## config.mk

```make
export PLATFORM = sky130hd
export DESIGN_NAME = wdt_keyed
export DESIGN_NICKNAME = d
export VERILOG_FILES = /design/src/rtl/wdt_keyed_pkg.sv /design/src/rtl/wdt_regs.sv /design/src/rtl/wdt_counter.sv /design/src/rtl/wdt_status.sv /design/src/rtl/wdt_keyed.sv
export SDC_FILE = /design/constraint.sdc
export NUM_CORES = 1
export LEC_CHECK = 0
export ABC_AREA = 1
export CAP_MARGIN = 15
export CORE_MARGIN = 2
export CORE_UTILIZATION = 50
export DETAILED_ROUTE_END_ITERATION = 6
export GPL_TIMING_DRIVEN = 0
export HOLD_SLACK_MARGIN = 0.02
export PLACE_DENSITY = 0.77
export SLEW_MARGIN = 20
export SYNTH_ARGS = -nofsm -noshare
export SYNTH_HDL_FRONTEND = slang
export SYNTH_SLANG_ARGS = --single-unit
```

## constraint.sdc

```tcl
create_clock -name clk -period 2.8 [get_ports clk]
set_clock_uncertainty 0.2 [all_clocks]
set_input_delay 0.42 -clock clk [delete_from_list [all_inputs] [get_ports clk]]
set_output_delay 0.42 -clock clk [all_outputs]
set_load 0.01 [all_outputs]
```

## src/rtl/wdt_keyed_pkg.sv

```systemverilog
package wdt_keyed_pkg;
  localparam int unsigned OFF_COUNT  = 'h14;
  localparam int unsigned OFF_CTRL   = 'h18;
  localparam int unsigned OFF_KEY    = 'h1C;
  localparam int unsigned OFF_STATUS = 'h20;

  localparam logic [31:0] UNLOCK_KEY = 32'h0000_482E;

  localparam int unsigned CTL_RST = 0;
  localparam int unsigned CTL_IRQ = 1;
  localparam int unsigned CTL_CNT = 2;

  localparam int unsigned ST_PEND = 3;
  localparam int unsigned ST_WRST = 4;

  typedef struct packed {
    logic cnt_en;
    logic irq_en;
    logic rst_en;
  } ctl_t;
endpackage

```

## src/rtl/wdt_regs.sv

```systemverilog
module wdt_regs
  import wdt_keyed_pkg::*;
#(
  parameter int ADDR_W = 6,
  parameter int DATA_W = 32,
  parameter int CNT_W  = 32
) (
  input  logic              clk,
  input  logic              rst_n,
  input  logic              bus_wr,
  input  logic              bus_rd,
  input  logic [ADDR_W-1:0] bus_addr,
  input  logic [DATA_W-1:0] bus_wdata,
  output logic [DATA_W-1:0] bus_rdata,
  input  logic [CNT_W-1:0]  cnt,
  input  logic              pend,
  input  logic              wrst,
  output ctl_t              ctl,
  output logic              load,
  output logic [CNT_W-1:0]  load_val,
  output logic              clr_pend,
  output logic              clr_wrst
);
  localparam logic [ADDR_W-1:0] A_COUNT  = ADDR_W'(OFF_COUNT);
  localparam logic [ADDR_W-1:0] A_CTRL   = ADDR_W'(OFF_CTRL);
  localparam logic [ADDR_W-1:0] A_KEY    = ADDR_W'(OFF_KEY);
  localparam logic [ADDR_W-1:0] A_STATUS = ADDR_W'(OFF_STATUS);

  logic open_q;
  logic wr_count, wr_ctrl, wr_key, wr_stat;

  always_comb begin
    wr_count = bus_wr && (bus_addr == A_COUNT);
    wr_ctrl  = bus_wr && (bus_addr == A_CTRL);
    wr_key   = bus_wr && (bus_addr == A_KEY);
    wr_stat  = bus_wr && (bus_addr == A_STATUS);
  end

  assign load     = wr_count && open_q;
  assign load_val = bus_wdata[CNT_W-1:0];
  assign clr_pend = wr_stat && bus_wdata[ST_PEND];
  assign clr_wrst = wr_stat && bus_wdata[ST_WRST];

  always_ff @(posedge clk or negedge rst_n) begin
    if (!rst_n) begin
      open_q <= 1'b0;
    end else if (wr_key) begin
      open_q <= (bus_wdata == UNLOCK_KEY);
    end
  end

  always_ff @(posedge clk or negedge rst_n) begin
    if (!rst_n) begin
      ctl <= '0;
    end else if (wr_ctrl && open_q) begin
      ctl.cnt_en <= bus_wdata[CTL_CNT];
      ctl.irq_en <= bus_wdata[CTL_IRQ];
      ctl.rst_en <= bus_wdata[CTL_RST];
    end
  end

  logic [DATA_W-1:0] rd_mux;
  always_comb begin
    rd_mux = '0;
    case (bus_addr)
      A_COUNT:  rd_mux = DATA_W'(cnt);
      A_CTRL:   rd_mux = DATA_W'({ctl.cnt_en, ctl.irq_en, ctl.rst_en});
      A_KEY:    rd_mux = DATA_W'(open_q);
      A_STATUS: begin
        rd_mux[ST_PEND] = pend;
        rd_mux[ST_WRST] = wrst;
      end
      default:  rd_mux = '0;
    endcase
  end

  always_ff @(posedge clk or negedge rst_n) begin
    if (!rst_n) begin
      bus_rdata <= '0;
    end else if (bus_rd) begin
      bus_rdata <= rd_mux;
    end
  end


  ctrl_locked_chk: assert property (@(posedge clk) disable iff (!rst_n)
    (wr_ctrl && !open_q) |=> $stable(ctl));


  key_close_chk: assert property (@(posedge clk) disable iff (!rst_n)
    (wr_key && bus_wdata != UNLOCK_KEY) |=> !open_q);
endmodule

```

## src/rtl/wdt_counter.sv

```systemverilog
module wdt_counter #(
  parameter int CNT_W = 32
) (
  input  logic             clk,
  input  logic             rst_n,
  input  logic             en,
  input  logic             load,
  input  logic [CNT_W-1:0] load_val,
  output logic [CNT_W-1:0] cnt,
  output logic             expire
);
  localparam logic [CNT_W-1:0] ONE = CNT_W'(1);

  logic step;
  assign step   = en && (cnt != '0) && !load;
  assign expire = step && (cnt == ONE);

  always_ff @(posedge clk or negedge rst_n) begin
    if (!rst_n) begin
      cnt <= '0;
    end else if (load) begin
      cnt <= load_val;
    end else if (step) begin
      cnt <= cnt - ONE;
    end
  end


  hold_when_off_chk: assert property (@(posedge clk) disable iff (!rst_n)
    (!en && !load) |=> $stable(cnt));


  dec_step_chk: assert property (@(posedge clk) disable iff (!rst_n)
    (en && !load && cnt != '0) |=> (cnt == $past(cnt) - ONE));


  zero_stays_chk: assert property (@(posedge clk) disable iff (!rst_n)
    (cnt == '0 && !load) |=> (cnt == '0));
endmodule

```

## src/rtl/wdt_status.sv

```systemverilog
module wdt_status (
  input  logic clk,
  input  logic rst_n,
  input  logic expire,
  input  logic rst_en,
  input  logic irq_en,
  input  logic clr_pend,
  input  logic clr_wrst,
  output logic pend,
  output logic wrst,
  output logic irq,
  output logic rst_req
);
  always_ff @(posedge clk or negedge rst_n) begin
    if (!rst_n) begin
      pend    <= 1'b0;
      wrst    <= 1'b0;
      rst_req <= 1'b0;
    end else begin
      rst_req <= expire && rst_en;
      if (expire)        pend <= 1'b1;
      else if (clr_pend) pend <= 1'b0;
      if (expire && rst_en) wrst <= 1'b1;
      else if (clr_wrst)    wrst <= 1'b0;
    end
  end

  assign irq = pend && irq_en;


  rst_pulse_chk: assert property (@(posedge clk) disable iff (!rst_n)
    rst_req |=> !rst_req);


  rst_cause_chk: assert property (@(posedge clk) disable iff (!rst_n)
    rst_req |-> wrst);


  irq_pend_chk: assert property (@(posedge clk) disable iff (!rst_n)
    irq |-> pend);


  pend_on_expire_chk: assert property (@(posedge clk) disable iff (!rst_n)
    expire |=> pend);
endmodule

```

## src/rtl/wdt_keyed.sv

```systemverilog
module wdt_keyed
  import wdt_keyed_pkg::*;
#(
  parameter int ADDR_W = 6,
  parameter int DATA_W = 32,
  parameter int CNT_W  = 32
) (
  input  logic              clk,
  input  logic              rst_n,
  input  logic              bus_wr,
  input  logic              bus_rd,
  input  logic [ADDR_W-1:0] bus_addr,
  input  logic [DATA_W-1:0] bus_wdata,
  output logic [DATA_W-1:0] bus_rdata,
  output logic              wdt_irq,
  output logic              wdt_rst_req
);
  ctl_t             ctl;
  logic             load, clr_pend, clr_wrst, pend, wrst, expire;
  logic [CNT_W-1:0] load_val, cnt;

  wdt_regs #(.ADDR_W(ADDR_W), .DATA_W(DATA_W), .CNT_W(CNT_W)) u_regs (
    .clk(clk), .rst_n(rst_n), .bus_wr(bus_wr), .bus_rd(bus_rd),
    .bus_addr(bus_addr), .bus_wdata(bus_wdata), .bus_rdata(bus_rdata),
    .cnt(cnt), .pend(pend), .wrst(wrst), .ctl(ctl), .load(load),
    .load_val(load_val), .clr_pend(clr_pend), .clr_wrst(clr_wrst)
  );

  wdt_counter #(.CNT_W(CNT_W)) u_cnt (
    .clk(clk), .rst_n(rst_n), .en(ctl.cnt_en), .load(load),
    .load_val(load_val), .cnt(cnt), .expire(expire)
  );

  wdt_status u_stat (
    .clk(clk), .rst_n(rst_n), .expire(expire), .rst_en(ctl.rst_en),
    .irq_en(ctl.irq_en), .clr_pend(clr_pend), .clr_wrst(clr_wrst),
    .pend(pend), .wrst(wrst), .irq(wdt_irq), .rst_req(wdt_rst_req)
  );
endmodule

```

**Word-level counts from Yosys, hierarchy flattened**

Index checks and enable logic that the tools add are counted.

- Add/subtract/negate cells: 1
- $mul: 0
- Div/mod/pow operators: 0
- Order comparisons: 0
- Eq/ne operators: 6
- Shift operators: 0
- Multiplexer cells: 9
- Bitwise operators: 0
- Reductions and logical operators: 18

Operators by type and width:

| kind | number |
|---|---|
| $mux W32 | 2 |
| $eq A32 B1 Y1 const B | 1 |
| $eq A32 B15 Y1 const B | 1 |
| $reduce_bool A32 Y1 | 1 |
| $sub A32 B1 Y32 const B | 1 |
| $mux W27 | 1 |
| $eq A6 B5 Y1 const B | 3 |
| $logic_and A1 B1 Y1 | 13 |
| $pmux W3 S3 | 1 |
| $eq A6 B6 Y1 const B | 1 |
| $reduce_bool A2 Y1 | 3 |
| $mux W1 | 4 |
| $pmux W2 S2 | 1 |
| $logic_not A1 Y1 | 1 |

- Bits in registers: 71
- Latch bits: 0
- Bits in writable memories: 0
- Memory bits (read-only): 0
- Bits of input ports: 42
- Output and inout port bits: 34
- Memories: 0

**Logic depth before layout (Yosys ltp)**

Gate-level depths: netlist of the first run.

- Depth after elaboration: 8
- Depth in mapped cells: 11

**By module**

A second synthesis of the first run with hierarchy kept.

- Cells, all modules: 707
- Area total of the unflattened synthesis: 4748.3 um^2

By module, submodules not included:

| module | times used | cells each | area each (um^2) | seq. area each (um^2) |
|---|---|---|---|---|
| wdt_counter | 1 | 423 | 2605.0 | 800.8 |
| wdt_regs | 1 | 270 | 2026.9 | 900.9 |
| wdt_status | 1 | 14 | 116.4 | 75.1 |

**Worst setup path after synthesis of the first run**

Ideal clock, no wire load.

- Path kind: flip-flop to flip-flop
- Start: reg u_cnt.cnt[0]
- End: reg u_cnt.cnt[15]
- Arrival: 1.674 ns
- Required time: 2.483 ns
- Slack: 0.810 ns
- Stages on the path, launching flop included: 11
- Path buffers: 1
- Period minus slack after synthesis: 1.990 ns
- Cell sequence: dfrtp_1 -> inv_1 -> ha_1 -> nand2_2 -> nor2_4 -> nand2_4 -> o21ai_4 -> nand2_1 -> buf_2 -> nand2_1 -> nand2_1

- Word-level cells in the longest chain between the ends: 4
- Elaborated cells between the ends (all ways): 7
- Classes of those cells: 1 x add/sub; 2 x mux; 4 x reduce/logical

RTL lines:

| item | RTL line | text |
|---|---|---|
| start: declaration | wdt_counter.sv:9 | `output logic [CNT_W-1:0] cnt,` |
| start signal: assignment | wdt_counter.sv:22 | `cnt <= load_val;` |
| start signal: assignment | wdt_counter.sv:24 | `cnt <= cnt - ONE;` |
| parallel branches: the longest is 4 deep, another holds $sub A32 B1 Y32 | -- |  |

Parallel ways; which one is timed is not known. The select of a mux whose other input is x is not followed.
A chain may end at the register's enable or synchronous reset.

**Final worst setup path of the first run**

- Start: reg u_cnt.cnt[0]
- End: reg u_cnt.cnt[14]

The elaborated chain is that of the path after synthesis.

==> flow_summary.ini, run 1 <==
[outcome]
status = finished, final reports clean

[route]
wl_per_cell_um = 16.1
vias = 4373
dr.pass1.iters = 5
wirelength_um = 12900
route.detailed.drc = 0
postRouteAntennaNets = 0
drtIter0Drc = 351
drt-vias-per-instance = 5.45

[run]
cap_violations = 0

[worst_setup_path]
rr_worst_depth = 10
critPathMaxFanout = 10
r2r_slack_ps = 320
worstSetupPathType = register to register
arrival_ps = 2520
r2r_start = u_cnt.cnt[0]$_DFFE_PN0P_
critPathCaptureType = register
worst_setup_path_start_kind = register
crit_end = u_cnt.cnt[14]$_DFFE_PN0P_
startpoint = u_cnt.cnt[0]$_DFFE_PN0P_
timing.rr.end = u_cnt.cnt[14]$_DFFE_PN0P_
crit_required_ps = 2830

[synthesis]
synthMuxAreaShare = 0
ys_seq_area_frac = 0.424
synth.ff_latch_count = 71
synth_compound_area_frac = 0.104
synth_xor_area_frac = 0.0146
ys_warn_count = 0
yosys.area_share.simple = 0.378
synthAdderAreaFrac = 0.00597
syn_inst = 604
synth_fp_nets = 648
synth_top_family_by_area = simple AND/OR/NAND/NOR gates
syn-cell-area_mm2 = 0.00419
syn_area_per_cell_um2 = 6.94
ys_types = 30

[finish]
drive_above_1_share = 0.0646
area_delta_synth_final_pct = 27.4
fin_nets = 736
mostFrequentLayoutCell = nand2_1
final_cell_mix = nand2_1, clkdlybuf4s50_1, dfrtp_1, nor2_1, nand3_1
diodes = 0
final_cells = 802

[clock_tree]
cts_hold_buf = 1
clock_sinks = 71
cts_setup_buffers = 0
numCtsBuffers = 9
ctsResizeCount = 0
htreeDepth = 3
clkLatencyLatePin_ps = 350
cts_tree = built
ctsLongestPathBuffers = 2
cts-root-buf = clkbuf_8
clk_pin_slew_ps = 90

[placed_design]
io_buffers = 75
hpwl_um = 9900
place_congestion = 0.946
dp_cells = 785

[timing]
finalCritPeriodShare = 0.887
report.final.slew_viol_count = 0
final-setup-viol-count = 0
slew-limit-headroom = 0.579
worst_pin_slew_ps = 626
hold_viol = 0
holdWs_ps = 274
fin_tns_setup_ps = 0
rsz0062_at_grt = no
max_freq_ghz = 0.403
min_period_ps = 2480

[global_routing]
grt_overflow_total = 0
grt_antenna_before_repair = 0
grt_usage = 0.300
grt_pass1_wl_um = 20600
grt_pass1_vias = 4128
grt_max_degree = 54

[power_and_ir_drop]
p_leak_nw = 2.65
p_per_area_mw_per_mm2 = 399
peakVddDrop_mv = 0.287
totalPowerFinal_w = 0.00213

[floorplan]
die_x_um = 95.6
initial_core_util = 0.513
die-area_mm2 = 0.00914
pin_count = 76
core-area_mm2 = 0.00818
rows = 33
die_height_um = 95.6

[hold_path]
hp-class = input pin to async pin
stage by stage:
| step | cell area [um2] | worst slack (ps) | util |
|---|---|---|---|
| 2_1_floorplan | 4190 | 810 | - |
| 6_report | 5340 | 317 | 0.654 |
| 3_5_place_dp | 5100 | 184 | 0.624 |
| 5_1_grt | 5340 | 218 | 0.654 |
| 3_3_place_gp | 5080 | -1380 | 0.621 |
| 4_1_cts | 5340 | 357 | 0.654 |
cells by family after synthesis:
| kind of cell | after synthesis |
|---|---|
| adder cells (fa/ha/maj) | 2 |
| XOR/XNOR | 7 |
| AO/OA/AOI/OAI | 71 |
| buffers and inverters | 77 |
| AND/OR/NAND/NOR | 376 |
| flip-flops | 71 |
cells in the mapped netlist:
library cell | number | area [um2]
nor2_1 | 68 | 255
nand2_4 | 1 | 11.3
buf_4 | 1 | 7.51
nand2_2 | 3 | 18.8
nand3_1 | 58 | 290
o31ai_1 | 27 | 203
o21ai_4 | 1 | 16.3
nor4b_1 | 1 | 8.76
buf_2 | 7 | 35.0
o22ai_1 | 1 | 6.26
nor3_1 | 3 | 15.0
inv_1 | 50 | 188
nor3_4 | 1 | 16.3
nor2_2 | 4 | 25.0
clkinv_2 | 1 | 5.00
nor4_1 | 5 | 31.3
o21ai_1 | 13 | 65.1
clkbuf_1 | 11 | 41.3
clkinv_1 | 1 | 3.75
dfrtp_1 | 71 | 1780
xnor2_1 | 1 | 8.76
nand2_1 | 219 | 822
inv_2 | 5 | 18.8
nor2_4 | 2 | 22.5
buf_6 | 1 | 11.3
a21oi_1 | 7 | 35.0
nand4_1 | 11 | 68.8
o21ai_0 | 22 | 110
xor2_1 | 6 | 52.6
ha_1 | 2 | 25.0
critical path: stages, from the launching register on:
cell and delay [ps]:
dfrtp_1 430, inv_1 150, ha_1 250, nand2_2 140, nor2_4 290, nand2_4 110, o21ai_4 270, nand2_1 150
buf_2 230, nand2_1 80, o21ai_1 60
layer usage:
metal	global-route usage	up-vias	part of all wire
met5	0	-	0
met4	0.124	0	0.027
met3	0.0387	28	0.060
met2	0.489	170	0.47
met1	0.404	2042	0.44
li1	-	2133	-
sequential cells by signal, summed over array words and instances, names as in the netlist:
name	cells
u_stat.wrst	1
u_regs.bus_rdata	32
u_stat.pend	1
u_regs.open_q	1
u_cnt.cnt	32
u_regs.ctl	3
u_stat.rst_req	1
cell type report:
cell class	count	area [um2]
fill	756	2830
multi-input combinational	456	2110
sequential	71	1780
timing repair buffer	77	786
inverter	57	215
clock buffer	11	151
tap	105	131
buffer	20	95.1
clock inverter	5	80.1
how the worst min path moves through the flow:
stage	start	to	slack, ps	cells past startpoint
floorplan	rst_n	u_cnt.cnt[0]$_DFFE_PN0P_	-80	0
global placement	u_regs.bus_rdata[22]$_DFFE_PN0P_	u_regs.bus_rdata[22]$_DFFE_PN0P_	260	2
detailed placement	rst_n	u_regs.bus_rdata[11]$_DFFE_PN0P_	120	1
CTS	rst_n	u_regs.bus_rdata[11]$_DFFE_PN0P_	280	2
global route	u_regs.bus_rdata[13]$_DFFE_PN0P_	u_regs.bus_rdata[13]$_DFFE_PN0P_	310	2
finish	rst_n	u_regs.bus_rdata[11]$_DFFE_PN0P_	270	2
power by group:
group | switching, W | internal [W] | leakage (nW) | total [W]
combinational | 0.0000726 | 0.0000684 | 1.58 | 0.000141
sequential | 0.00000185 | 0.00103 | 0.954 | 0.00103
clock | 0.000412 | 0.000549 | 0.112 | 0.000961
total | 0.000487 | 0.00164 | 2.65 | 0.00213
No activity file was read; power rests on OpenSTA's default activity.
==> run 2: changes to the inputs <==
--- a/config.mk
+++ b/config.mk
@@ -9,11 +9,11 @@
 export CAP_MARGIN = 15
 export CORE_MARGIN = 2
 export CORE_UTILIZATION = 50
+export CTS_CLUSTER_SIZE = 16
 export DETAILED_ROUTE_END_ITERATION = 6
 export GPL_TIMING_DRIVEN = 0
 export HOLD_SLACK_MARGIN = 0.02
-export PLACE_DENSITY = 0.77
-export SLEW_MARGIN = 20
+export PLACE_DENSITY = 0.84
 export SYNTH_ARGS = -nofsm -noshare
 export SYNTH_HDL_FRONTEND = slang
 export SYNTH_SLANG_ARGS = --single-unit
==> run 2 against run 1 <==
- fmax increased by 2.9%
- cell count shrank 0.37%
- core utilization is 0.60 points lower
- combinational power is 5% lower
- non-clock buffer count shrank 2
- power shrank 1.9%
- first-iteration DRC count down 31%
==> flow_summary.ini, run 2 (synthesis results as in run 1) <==
[clock_tree]
cts_hold_buf = 0
numCtsBuffers = 9
cts_setup_buffers = 0
htreeDepth = 3
clkLatencyLatePin_ps = 350
ctsResizeCount = 0
ctsLongestPathBuffers = 2
clock_sinks = 71
cts_tree = built
cts-root-buf = clkbuf_8
clk_pin_slew_ps = 80

[timing]
worst_pin_slew_ps = 909
report.final.slew_viol_count = 0
hold_viol = 0
final-setup-viol-count = 0
min_period_ps = 2410
max_freq_ghz = 0.414
slew-limit-headroom = 0.394
finalCritPeriodShare = 0.862
holdWs_ps = 0.895
rsz0062_at_grt = no

[finish]
diodes = 0
mostFrequentLayoutCell = nand2_1
area_delta_synth_final_pct = 26.2
multi_input_area_mm2 = 0.00211
seqCellArea_mm2 = 0.00178
fillCellCount = 754
final_cell_mix = nand2_1, clkdlybuf4s50_1, dfrtp_1, nor2_1, nand3_1
drive_above_1_share = 0.0620
fin_area_mm2 = 0.00529
top_regs = u_cnt.cnt x32, u_regs.bus_rdata x32, u_regs.ctl x3
fin_nets = 734

[floorplan]
rows = 33
core-area_mm2 = 0.00818
die_height_um = 95.6
pin_count = 76
die-area_mm2 = 0.00914
die_x_um = 95.6
initial_core_util = 0.513

[global_routing]
grt_pass1_wl_um = 20700
grt_max_degree = 72
grt_antenna_before_repair = 0
grt_overflow_total = 0
grt_usage = 0.302
grt_pass1_vias = 4211

[route]
drtIter0Drc = 241
dr.pass1.iters = 5
wl_per_cell_um = 16.1
drt-vias-per-instance = 5.46
route.detailed.drc = 0
postRouteAntennaNets = 0
vias = 4362
wirelength_um = 12800

[worst_setup_path]
cp_slowest_stage_delay_ps = 430
critPathBufInv = 2
critPathCaptureType = register
cp_slowest_cell = dfrtp_1
critPathMaxFanout = 10
worstSetupPathType = register to register
crit_path_frequent_cell = nand2_1
rr_worst_depth = 10
arrival_ps = 2470
crit_family = simple AND/OR/NAND/NOR gates
crit_chain = inv_1 > ha_1 > nand2_2 > nor2_4 > nand2_4 > o21ai_4 > nand2_1 > buf_2 > nand2_1 > nand2_1
crit_required_ps = 2850
crit_cells = 10
worst_setup_path_start_kind = register

[power_and_ir_drop]
p_leak_nw = 2.62
switching_share = 0.229
p_int_w = 0.00161
clkPwrFrac = 0.443
pwr-share-comb = 0.064
power_switching_w = 0.000480
seq_power_share = 0.492
peakVddDrop_mv = 0.313
p_per_area_mw_per_mm2 = 395

[run]
cap_violations = 0

[placed_design]
place_congestion = 0.955
place_area_mm2 = 0.00507
io_buffers = 75
hpwl_um = 9790

[hold_path]
hp-class = input pin to async pin

[outcome]
status = finished, final reports clean
-- run 2: cell types whose count changed in the layout (fill, tap and decap cells not counted) --
cell           previous run  this run
buf_16                    1         0
clkbuf_8                 11        10
clkinv_2                  2         1
clkinvlp_4                2         3
dlygate4sd3_1             1         0
-- run 2: final timing paths --
path	endpoint	slack, ps	start
min in group clk	u_regs.bus_rdata[23]$_DFFE_PN0P_	280	u_regs.bus_rdata[23]$_DFFE_PN0P_
setup reg to reg	u_cnt.cnt[7]$_DFFE_PN0P_	390	u_cnt.cnt[0]$_DFFE_PN0P_
hold reg to reg	u_regs.bus_rdata[23]$_DFFE_PN0P_	280	u_regs.bus_rdata[23]$_DFFE_PN0P_
max in group asynchronous	u_regs.bus_rdata[31]$_DFFE_PN0P_	1810	rst_n
hold / removal	u_cnt.cnt[15]$_DFFE_PN0P_	0.9	rst_n
setup / recovery	u_cnt.cnt[7]$_DFFE_PN0P_	390	u_cnt.cnt[0]$_DFFE_PN0P_
-- run 2: layout make-up --
| type | count | share of cell area |
|---|---|---|
| clock inverter | 5 | 0.0156 |
| timing repair buffer | 75 | 0.141 |
| sequential | 71 | 0.336 |
| multi-input combinational | 456 | 0.398 |
| inverter | 57 | 0.0407 |
| clock buffer | 10 | 0.0260 |
| buffer | 20 | 0.0180 |
| tap | 105 | 0.0248 |
-- run 2: power groups by stage --
stage | logic [W] | registers (W) | clock network (W)
detailed placement | 0.000135 | 0.00105 | 0
global placement | 0.000134 | 0.00105 | 0
CTS | 0.000136 | 0.00103 | 0.000936
global route | 0.000146 | 0.00103 | 0.000978
floorplan | 0.0000250 | 0.00105 | 0
finish | 0.000134 | 0.00103 | 0.000928
-- run 2: metrics by stage --
stage	power, W	std cells	setup TNS [ps]	setup WS [ps]	util
after floorplan	0.00108	604	0	810	-
after global placement	0.00118	784	-95600	-1350	0.621
after detailed placement	0.00118	784	0	191	0.621
after CTS	0.00210	799	0	427	0.648
after global routing	0.00215	799	0	254	0.648
final	0.00209	799	0	387	0.648
-- run 2: per-layer routing --
layer  up-vias  GRT usage  routed length (um)
li1       2128          -                   -
met1      2024      0.399                5820
met2       164      0.462                5760
met3        46     0.0545                 623
met4         0      0.177                 642
met5         -          0                   0
==> run 3: changes to the inputs <==
--- a/config.mk
+++ b/config.mk
@@ -9,11 +9,13 @@
 export CAP_MARGIN = 15
 export CORE_MARGIN = 2
 export CORE_UTILIZATION = 50
+export CTS_BUF_LIST = sky130_fd_sc_hd__clkbuf_8
 export CTS_CLUSTER_SIZE = 16
 export DETAILED_ROUTE_END_ITERATION = 6
+export DONT_BUFFER_PORTS = 1
 export GPL_TIMING_DRIVEN = 0
 export HOLD_SLACK_MARGIN = 0.02
-export PLACE_DENSITY = 0.84
+export PLACE_DENSITY = 0.72
 export SYNTH_ARGS = -nofsm -noshare
 export SYNTH_HDL_FRONTEND = slang
 export SYNTH_SLANG_ARGS = --single-unit
==> run 3 against run 2 <==
- global-route usage rose by 0.30 points
- critical path depth unchanged
- clock-buffer cell count up 1
- wire length grew 0.86%
- cell area fell by 11%
- clock power is 5.0% lower
- core utilization decreased by 7.0 points
- via count decreased by 3.0%
- largest power group unchanged
- first-iteration DRC count is 54% higher
==> flow_summary.ini, run 3 (synthesis results as in run 1) <==
[floorplan]
die_x_um = 95.6
initial_core_util = 0.513
die-area_mm2 = 0.00914
pin_count = 76
die_height_um = 95.6
core-area_mm2 = 0.00818
rows = 33

[power_and_ir_drop]
switching_share = 0.241
p_leak_nw = 2.43
peakVddDrop_mv = 0.207
p_per_area_mw_per_mm2 = 423
seq_power_share = 0.517
clkPwrFrac = 0.442
power_switching_w = 0.000481
p_int_w = 0.00151
pwr-share-comb = 0.041

[clock_tree]
htreeDepth = 3
clkLatencyLatePin_ps = 360
numCtsBuffers = 9
cts_setup_buffers = 0
cts-root-buf = clkbuf_8
ctsLongestPathBuffers = 2
clk_pin_slew_ps = 80
cts_tree = built
clock_sinks = 71

[timing]
fin_ws_ps = 376
final-setup-viol-count = 0
worst_pin_slew_ps = 619
min_period_ps = 2420
fin_tns_setup_ps = 0
report.final.slew_viol_count = 0
finalCritPeriodShare = 0.866
max_freq_ghz = 0.413
hold_viol = 0
slew-limit-headroom = 0.588
rsz0062_at_grt = no

[route]
route.detailed.drc = 0
drt-vias-per-instance = 5.70
wirelength_um = 13000
dr.pass1.iters = 5
vias = 4229
drtIter0Drc = 371
wl_per_cell_um = 17.5
postRouteAntennaNets = 0

[placed_design]
place_congestion = 0.950
dp_cells = 709
dp_slack_ps = 415
io_buffers = 0
hpwl_um = 9390

[finish]
finalCoreUtilization = 0.577
final_cells = 742
top_regs = u_cnt.cnt x32, u_regs.bus_rdata x32, u_regs.ctl x3
final_cell_mix = nand2_1, dfrtp_1, nor2_1, nand3_1, inv_1
fin_nets = 676
mostFrequentLayoutCell = nand2_1
area_delta_synth_final_pct = 12.6
drive_above_1_share = 0.0691
diodes = 0

[worst_setup_path]
crit_chain = inv_1 > ha_1 > nand2_2 > nor2_4 > nand2_4 > o21ai_4 > nand2_1 > buf_2 > nand2_1 > o21ai_1
worst_setup_path_start_kind = register
arrival_ps = 2470
rr_worst_depth = 10
timing.rr.end = u_cnt.cnt[12]$_DFFE_PN0P_
cp_slowest_stage_delay_ps = 430
r2r_slack_ps = 380
critPathCaptureType = register
crit_end = u_cnt.cnt[12]$_DFFE_PN0P_
r2r_start = u_cnt.cnt[0]$_DFFE_PN0P_
cp_slowest_cell = dfrtp_1
crit_required_ps = 2850
critPathMaxFanout = 10
crit_path_frequent_cell = nand2_1
worstSetupPathType = register to register
startpoint = u_cnt.cnt[0]$_DFFE_PN0P_

[global_routing]
grt_usage = 0.305
grt_antenna_before_repair = 0
grt_max_degree = 72
grt_overflow_total = 0
grt_pass1_wl_um = 20700
grt_pass1_vias = 4083

[outcome]
status = finished, final reports clean

[run]
cap_violations = 0

[hold_path]
whs_path_depth = 2
hp-class = input pin to register
[run 3: per-layer routing]
layer,share of wire,up-vias,track usage
met5,0,-,0
met4,0.044,0,0.135
met3,0.085,42,0.0711
met2,0.46,228,0.486
met1,0.41,1947,0.395
li1,-,2012,-
[run 3: worst max-delay path: cells and delay by family (launching register included)]
kind | cells | cell delay (ps)
and+or+nand+nor | 5 | 740
DFF | 1 | 430
buffers and inverters | 2 | 360
AOI/OAI and AO/OA | 2 | 340
adders and majority gates | 1 | 240
[run 3: layout make-up]
cell class / instances / area (um2)
Buffer: 20 / 95.1
Clock buffer: 11 / 151
Clock inverter: 5 / 56.3
Fill cell: 819 / 3450
Inverter: 57 / 215
Multi-Input combinational cell: 456 / 2110
Sequential cell: 71 / 1780
Tap cell: 105 / 131
Timing Repair Buffer: 17 / 188
[run 3: per-stage QoR]
stage | total power, W | area [um2] | hold WS [ps]
finish | 0.00200 | 4720 | 25.9
global route | 0.00206 | 4720 | 29.1
detailed placement | 0.00109 | 4330 | -72.8
global placement | 0.00109 | 4330 | -73.3
CTS | 0.00200 | 4720 | 24.5
floorplan | 0.00108 | 4190 | -75.6
[run 3: worst min path at each step]
stage,from,end,slack [ps]
6_report,bus_wdata[19],u_cnt.cnt[19]$_DFFE_PN0P_,30
2_1_floorplan,rst_n,u_cnt.cnt[0]$_DFFE_PN0P_,-80
3_5_place_dp,rst_n,u_regs.bus_rdata[11]$_DFFE_PN0P_,-70
5_1_grt,bus_wdata[19],u_cnt.cnt[19]$_DFFE_PN0P_,30
4_1_cts,bus_wdata[21],u_cnt.cnt[21]$_DFFE_PN0P_,20
3_3_place_gp,rst_n,u_regs.bus_rdata[11]$_DFFE_PN0P_,-70
[run 3: power groups by stage]
stage	Combinational, W	Sequential (W)	Clock [W]
floorplan	0.0000250	0.00105	0
global placement	0.0000351	0.00105	0
detailed placement	0.0000358	0.00105	0
CTS	0.0000816	0.00103	0.000882
global route	0.0000908	0.00103	0.000936
finish	0.0000816	0.00103	0.000882
[run 3: repair_timing]
action | in CTS | in global routing
endpoints found under the hold margin | 89 | 0
endpoints found under the setup margin | 0 | 0
resized for setup | 0 | 0
hold buffers | 17 | 0
